<file path="config.mk">
export PLATFORM = sky130hd
export DESIGN_NAME = sirq_host
export DESIGN_NICKNAME = d
export VERILOG_FILES = /design/src/rtl/sirq_pkg.sv /design/src/rtl/sirq_seq.sv /design/src/rtl/sirq_capture.sv /design/src/rtl/sirq_host.sv
export SDC_FILE = /design/constraint.sdc
export NUM_CORES = 1
export LEC_CHECK = 0
export ABC_AREA = 1
export ABC_CLOCK_PERIOD_IN_PS = 2400
export BUFFER_PORTS_ARGS = -buffer_cell sky130_fd_sc_hd__buf_4
export CAP_MARGIN = 25
export CORE_MARGIN = 2
export CORE_UTILIZATION = 54
export CTS_BUF_LIST = sky130_fd_sc_hd__clkbuf_16
export DETAILED_ROUTE_END_ITERATION = 12
export MAX_ROUTING_LAYER = met4
export PLACE_DENSITY = 0.74
export SYNTH_ARGS = -nofsm -noshare
export SYNTH_HDL_FRONTEND = slang
export SYNTH_SLANG_ARGS = --single-unit
</file>
<file path="constraint.sdc">
create_clock -name clk -period 2.4 [get_ports clk]
set_clock_uncertainty 0.05 [all_clocks]
set_input_delay 0.12 -clock clk [delete_from_list [all_inputs] [get_ports clk]]
set_output_delay 0.12 -clock clk [all_outputs]
set_load 0.02 [all_outputs]
</file>
<file path="src/rtl/sirq_pkg.sv">
package sirq_pkg;

  // Sequencer phases of one interrupt cycle
  typedef enum logic [2:0] {
    ST_IDLE,
    ST_START,
    ST_FRAME,
    ST_STOP,
    ST_RISE
  } sirq_state_e;

  // Clocks per slot: sample, recovery, turnaround
  localparam int FRAME_CLKS = 3;

endpackage

</file>
<file path="src/rtl/sirq_seq.sv">
module sirq_seq
  import sirq_pkg::*;
#(
  parameter int SLOTS      = 16,
  parameter int SLOT_W     = 5,
  parameter int START_LOW  = 4,
  parameter int STOP_QUIET = 2,
  parameter int STOP_CONT  = 3
) (
  input  logic              clk,
  input  logic              rst_n,
  input  logic              enable,
  input  logic              next_quiet,
  input  logic              line_in,
  output logic              line_oe,
  output logic              line_out,
  output logic              sample_stb,
  output logic [SLOT_W-1:0] sample_slot,
  output logic              frame_begin,
  output logic              frame_done,
  output logic              mode_quiet
);

  localparam int CNT_MAX = (START_LOW > STOP_CONT) ? START_LOW : STOP_CONT;
  localparam int CNT_W   = $clog2(CNT_MAX + 1);
  localparam int PH_SMP  = FRAME_CLKS - 1;
  localparam int PH_END  = FRAME_CLKS - 2;

  sirq_state_e       st_q, st_d;
  logic [CNT_W-1:0]  cnt_q, cnt_d;
  logic [1:0]        ph_q, ph_d;
  logic [SLOT_W-1:0] sl_q, sl_d;
  logic [1:0]        gap_q, gap_d;
  logic              mode_q, mode_d;
  logic [CNT_W-1:0]  stop_last;
  logic              start_last;
  logic              frame_last;

  assign stop_last  = mode_q ? CNT_W'(STOP_QUIET - 1) : CNT_W'(STOP_CONT - 1);
  assign start_last = (st_q == ST_START) && (cnt_q == CNT_W'(START_LOW - 1));
  assign frame_last = (st_q == ST_FRAME) && (sl_q == SLOT_W'(SLOTS)) && (ph_q == 2'(PH_END));

  // Next-state logic
  always_comb begin
    st_d   = st_q;
    cnt_d  = cnt_q;
    ph_d   = ph_q;
    sl_d   = sl_q;
    gap_d  = gap_q;
    mode_d = mode_q;
    unique case (st_q)
      ST_IDLE: begin
        if (gap_q != 2'd2) gap_d = gap_q + 2'd1;
        if (enable && !mode_q && (gap_q != 2'd0)) begin
          st_d  = ST_START;
          cnt_d = '0;
        end else if (enable && mode_q && (gap_q == 2'd2) && !line_in) begin
          // peripheral already supplied the first low clock
          st_d  = ST_START;
          cnt_d = CNT_W'(1);
        end
      end
      ST_START: begin
        if (start_last) begin
          st_d = ST_FRAME;
          ph_d = '0;
          sl_d = '0;
        end else begin
          cnt_d = cnt_q + CNT_W'(1);
        end
      end
      ST_FRAME: begin
        if (frame_last) begin
          st_d   = ST_STOP;
          cnt_d  = '0;
          mode_d = next_quiet;
        end else if (ph_q == 2'(PH_SMP)) begin
          ph_d = '0;
          sl_d = sl_q + SLOT_W'(1);
        end else begin
          ph_d = ph_q + 2'd1;
        end
      end
      ST_STOP: begin
        if (cnt_q == stop_last) st_d = ST_RISE;
        else                    cnt_d = cnt_q + CNT_W'(1);
      end
      ST_RISE: begin
        st_d  = ST_IDLE;
        gap_d = 2'd1;
      end
      default: st_d = ST_IDLE;
    endcase
  end

  // State registers
  always_ff @(posedge clk or negedge rst_n) begin
    if (!rst_n) begin
      st_q   <= ST_IDLE;
      cnt_q  <= '0;
      ph_q   <= '0;
      sl_q   <= '0;
      gap_q  <= 2'd2;
      mode_q <= 1'b0;
    end else begin
      st_q   <= st_d;
      cnt_q  <= cnt_d;
      ph_q   <= ph_d;
      sl_q   <= sl_d;
      gap_q  <= gap_d;
      mode_q <= mode_d;
    end
  end

  // Wire drive and strobes
  logic frame_high;
  assign frame_high  = (st_q == ST_FRAME) && (ph_q == 2'd0) && (sl_q == '0);
  assign line_oe     = (st_q == ST_START) || (st_q == ST_STOP) || (st_q == ST_RISE) || frame_high;
  assign line_out    = (st_q == ST_RISE) || frame_high;
  assign sample_stb  = (st_q == ST_FRAME) && (ph_q == 2'(PH_SMP));
  assign sample_slot = sl_q + SLOT_W'(1);
  assign frame_begin = start_last;
  assign frame_done  = frame_last;
  assign mode_quiet  = mode_q;

  // a driven-high clock is always followed by a non-high clock
  p_drive_high_once_r2: assert property (@(posedge clk) disable iff (!rst_n)
    (line_oe && line_out) |=> !(line_oe && line_out));

  // the stop's high clock is always followed by an idle clock
  p_rise_to_idle_r8: assert property (@(posedge clk) disable iff (!rst_n)
    (st_q == ST_RISE) |=> (st_q == ST_IDLE));

  // a third stop clock only in continuous mode
  p_stop_three_cont_r6: assert property (@(posedge clk) disable iff (!rst_n)
    ((st_q == ST_STOP) && ($past(st_q) == ST_STOP) && ($past(st_q, 2) == ST_STOP)) |-> !mode_q);

  // every stop pulse is at least two clocks long
  p_stop_min_r6: assert property (@(posedge clk) disable iff (!rst_n)
    (st_q == ST_RISE) |-> (($past(st_q) == ST_STOP) && ($past(st_q, 2) == ST_STOP)));

endmodule

</file>
<file path="src/rtl/sirq_capture.sv">
module sirq_capture #(
  parameter int SLOTS     = 16,
  parameter int SLOT_W    = 5,
  parameter int MGMT_SLOT = 3
) (
  input  logic              clk,
  input  logic              rst_n,
  input  logic              line_in,
  input  logic              route_mgmt,
  input  logic              sample_stb,
  input  logic [SLOT_W-1:0] sample_slot,
  input  logic              frame_begin,
  input  logic              frame_done,
  output logic [SLOTS-1:0]  irq_status,
  output logic              mgmt_irq,
  output logic              status_valid
);

  logic [SLOTS-1:0] sh_q, sh_d;
  logic             mg_q, mg_d;
  logic [SLOTS-1:0] stat_q, stat_d;
  logic             mgo_q, mgo_d;
  logic             vld_q;

  // Per-slot shadow bits
  for (genvar i = 0; i < SLOTS; i++) begin : g_bit
    localparam int SLOT_NUM = i + 1;
    if (i == 0) begin : g_unused
      assign sh_d[i] = 1'b0;
    end else if (SLOT_NUM == MGMT_SLOT) begin : g_shared
      logic hit;
      assign hit     = sample_stb && (sample_slot == SLOT_W'(SLOT_NUM)) && !line_in && !route_mgmt;
      assign sh_d[i] = frame_begin ? 1'b0 : (sh_q[i] | hit);
    end else begin : g_plain
      logic hit;
      assign hit     = sample_stb && (sample_slot == SLOT_W'(SLOT_NUM)) && !line_in;
      assign sh_d[i] = frame_begin ? 1'b0 : (sh_q[i] | hit);
    end
  end

  always_comb begin
    mg_d = frame_begin ? 1'b0 :
           (mg_q | (sample_stb && (sample_slot == SLOT_W'(MGMT_SLOT)) && !line_in && route_mgmt));
    stat_d = frame_done ? sh_q : stat_q;
    mgo_d  = frame_done ? mg_q : mgo_q;
  end

  always_ff @(posedge clk or negedge rst_n) begin
    if (!rst_n) begin
      sh_q   <= '0;
      mg_q   <= 1'b0;
      stat_q <= '0;
      mgo_q  <= 1'b0;
      vld_q  <= 1'b0;
    end else begin
      sh_q   <= sh_d;
      mg_q   <= mg_d;
      stat_q <= stat_d;
      mgo_q  <= mgo_d;
      vld_q  <= frame_done;
    end
  end

  assign irq_status   = stat_q;
  assign mgmt_irq     = mgo_q;
  assign status_valid = vld_q;

  // the strobe lasts exactly one clock
  p_valid_pulse_r7: assert property (@(posedge clk) disable iff (!rst_n)
    status_valid |=> !status_valid);

  // the vector moves only with the strobe
  p_status_hold_r7: assert property (@(posedge clk) disable iff (!rst_n)
    !status_valid |-> ($stable(irq_status) && $stable(mgmt_irq)));

  // slot 3 never appears in both places
  p_route_excl_r5: assert property (@(posedge clk) disable iff (!rst_n)
    status_valid |-> !(irq_status[MGMT_SLOT-1] && mgmt_irq));

endmodule

</file>
<file path="src/rtl/sirq_host.sv">
module sirq_host #(
  parameter int SLOTS      = 16,
  parameter int START_LOW  = 4,
  parameter int STOP_QUIET = 2,
  parameter int STOP_CONT  = 3,
  parameter int MGMT_SLOT  = 3
) (
  input  logic             clk,
  input  logic             rst_n,
  input  logic             enable,
  input  logic             next_quiet,
  input  logic             slot3_to_mgmt,
  input  logic             line_in,
  output logic             line_oe,
  output logic             line_out,
  output logic [SLOTS-1:0] irq_status,
  output logic             mgmt_irq,
  output logic             status_valid,
  output logic             mode_quiet
);

  localparam int SLOT_W = $clog2(SLOTS + 1);

  logic              sample_stb;
  logic [SLOT_W-1:0] sample_slot;
  logic              frame_begin;
  logic              frame_done;

  sirq_seq #(
    .SLOTS      (SLOTS),
    .SLOT_W     (SLOT_W),
    .START_LOW  (START_LOW),
    .STOP_QUIET (STOP_QUIET),
    .STOP_CONT  (STOP_CONT)
  ) u_seq (
    .clk         (clk),
    .rst_n       (rst_n),
    .enable      (enable),
    .next_quiet  (next_quiet),
    .line_in     (line_in),
    .line_oe     (line_oe),
    .line_out    (line_out),
    .sample_stb  (sample_stb),
    .sample_slot (sample_slot),
    .frame_begin (frame_begin),
    .frame_done  (frame_done),
    .mode_quiet  (mode_quiet)
  );

  sirq_capture #(
    .SLOTS     (SLOTS),
    .SLOT_W    (SLOT_W),
    .MGMT_SLOT (MGMT_SLOT)
  ) u_cap (
    .clk          (clk),
    .rst_n        (rst_n),
    .line_in      (line_in),
    .route_mgmt   (slot3_to_mgmt),
    .sample_stb   (sample_stb),
    .sample_slot  (sample_slot),
    .frame_begin  (frame_begin),
    .frame_done   (frame_done),
    .irq_status   (irq_status),
    .mgmt_irq     (mgmt_irq),
    .status_valid (status_valid)
  );

endmodule

</file>
==> impl_metrics.env <==
export IMPL_port_buffers=25
export IMPL_cts_buffer_depth=2
export IMPL_synth_area_top_cells="dfrtp_1, nand2_1, inv_1, o21ai_2, ha_1"
export IMPL_clock_latency_ps=280
export IMPL_drive_above_1_share=0.221
export IMPL_end_kind="flop"
export IMPL_netlist_area_um2=2490
export IMPL_first_pass_iters=4
export IMPL_crit_chain="inv_1, ha_1, nand4_2, nor3_4, inv_2, nand2_1, o21ai_2"
export IMPL_crit_slowest_cell="dfrtp_1"
export IMPL_required_ps=2560
export IMPL_syn_to_final_growth_pct=14.0
export IMPL_overflow=0
export IMPL_synth_most_common_cell="nand2_1"
export IMPL_startpoint_type="flop"
export IMPL_yosysWarnings=0
export IMPL_relSlewSlack=0.593
export IMPL_vias=1826
export IMPL_cts_resized=0
export IMPL_coreArea_um2=4410
export IMPL_clk_pin_slew_ps=60
export IMPL_dp_cells=355
export IMPL_netlist_instances=284
export IMPL_grt_total_usage=0.190
export IMPL_cts_tree="built"
export IMPL_crit_arrival_ps=2010
export IMPL_syn_num_nets=299
export IMPL_fin_crit_sh=0.771
export IMPL_synthFlopType="dfrtp_1"
export IMPL_grt_pass1_wl_mm=7.53
export IMPL_die_h_um=72.0
export IMPL_worstHoldPathType="in2reg"
export IMPL_synth_edf_count=0
export IMPL_critical_path_max_stage_delay_ps=460
export IMPL_die_w_um=72.0
export IMPL_drt_iter0_drc=87
export IMPL_ant_nets=0
export IMPL_yosys_area_top_type="dfrtp_1"
export IMPL_ys_seq_area_frac=0.492
export IMPL_path_delay_family="buffers and inverters"
export IMPL_instances_no_fill=364
export IMPL_routedWlPerCell_um=11.7
export IMPL_dp_hpwl_mm=3.13
export IMPL_hold_viol_final=0
export IMPL_path_buf_inv=2
export IMPL_worstSetupPathType="reg2reg"
export IMPL_routed_wl_mm=4.27
export IMPL_die_area_um2=5180
export IMPL_start_util=0.565
export IMPL_ys_ff_latch=49
export IMPL_status="complete, no violations"
export IMPL_maxCapViolations=0
export IMPL_setup_viol=0
export IMPL_final_util=0.644
export IMPL_vdd_drop_max_mv=0.626
export IMPL_synth_top_area_share=0.481
export IMPL_fin_nets=326
export IMPL_grt_max_degree=50
export IMPL_power_per_cell_area_nw_per_um2=944
export IMPL_drc=0
export IMPL_htreeDepth=2
export IMPL_critPathMaxFanout=32
export IMPL_rsz0062_at_grt="false"
export IMPL_ios=27
export IMPL_clock_sinks=49
export IMPL_setup_tns_ps=0
export IMPL_viasPerCell=5.02
export IMPL_antenna_found_initial=0
export IMPL_slew_viol_final=0
export IMPL_n_antenna_cell=0
export IMPL_cts_buffers=5
export IMPL_regToRegSetupSlack_ps=550
export IMPL_synth_commonest_cells="nand2_1, dfrtp_1, inv_1"
export IMPL_p_leak_uw=0.00143
export IMPL_grt_pass1_vias=1755
export IMPL_tightestPinTransition_ps=610
export IMPL_ys_types=30
export IMPL_async_flop_share=1.00
export IMPL_cts_root_buffer="clkbuf_16"
export IMPL_fill_cells=366
export IMPL_post_route_min_period_ps=1850
export IMPL_syn_avg_cell_area_um2=8.78
export IMPL_row_count=24
export IMPL_place_congestion=0.869
export IMPL_fmax_mhz=541
## power by group
group	internal, uW	switching, uW	total [uW]
Sequential	1030	110	1140
Clock	382	289	671
Combinational	300	571	871
## area by class of cell
cell class	instances	area, um2	share of cell area
clock buffers	5	125	0.0440
clock inverters	3	18.8	0.00660
inverters	48	180	0.0634
multi-input cells	181	1030	0.362
flip-flops and latches	49	1230	0.432
well taps	52	65.1	0.0229
repair buffers	26	198	0.0695
## sequential cells by signal, indices dropped and copies added, names as in the netlist
register / count
u_cap.irq_status: 15
u_cap.sh_q: 15
u_seq.sl_q: 5
u_seq.cnt_q: 3
u_seq.st_q: 3
u_seq.gap_q: 2
u_seq.ph_q: 2
u_cap.mg_q: 1
u_cap.mgmt_irq: 1
u_cap.status_valid: 1
u_seq.mode_quiet: 1
## logic make-up after synthesis
family	after synthesis	share of synthesized area
AO/OA/AOI/OAI	44	0.121
buffers and inverters	54	0.0953
flip-flops	49	0.492
AND/OR/NAND/NOR	126	0.239
adder cells (fa/ha/maj)	9	0.0451
XOR/XNOR	1	0.00652
other	1	0.00150
## placed cells by master, fill, tap and decap left out, types with 2 or more instances in the layout
master	n
a21oi_1	16
a31oi_1	2
buf_4	25
clkbuf_16	5
clkinvlp_4	2
dfrtp_1	48
ha_1	9
inv_1	44
inv_2	5
nand2_1	72
nand2_2	3
nand3_1	12
nand3_2	2
nand3b_1	2
nand4_1	6
nor2_1	19
nor2_2	2
nor2_4	3
nor3_1	2
o21ai_0	7
o21ai_2	16
## metrics by stage
stage | hold slack (ps) | cell area (um2) | total power, uW | setup slack (ps)
CTS | 4.30 | 2840 | 2710 | 543
floorplan | -226 | 2490 | 1830 | 845
detailed placement | 122 | 2690 | 2030 | 550
global placement | 122 | 2690 | 2000 | 608
global route | 20.7 | 2840 | 2900 | 316
finish | 11.3 | 2840 | 2690 | 551
## path summary, 6_finish.rpt
check,from,to,depth (start not counted)
hold / removal,next_quiet,u_seq.mode_quiet,3
max in group asynchronous,rst_n,u_seq.sl_q[0],2
min in group asynchronous,rst_n,u_cap.irq_status[14],2
setup reg to reg,u_seq.sl_q[0],u_cap.irq_status[6],7
hold reg to reg,u_seq.cnt_q[2],u_seq.cnt_q[2],2
setup / recovery,u_seq.sl_q[0],u_cap.irq_status[6],7
## worst register-to-register path: cells and delay by family (launching register included)
| kind | cells | cell delay [ps] |
|---|---|---|
| buffers and inverters | 2 | 560 |
| flip-flops | 1 | 460 |
| AND/OR/NAND/NOR | 3 | 390 |
| adder cells (fa/ha/maj) | 1 | 230 |
| AO/OA/AOI/OAI | 1 | 80 |
## metal layers
layer | global-route usage | share of wire | vias up
met3 | 0.0375 | 0.036 | 2
met2 | 0.325 | 0.50 | 32
li1 | - | - | 948
met1 | 0.228 | 0.46 | 844
met5 | - | 0 | -
met4 | 0.0566 | 0.0068 | 0
## repair_timing
item	CTS	global route
hold endpoints to repair	48	0
hold buffers	1	0
buffers inserted	0	0
setup endpoints to repair	0	0
No activity file was read; power rests on OpenSTA's default activity.
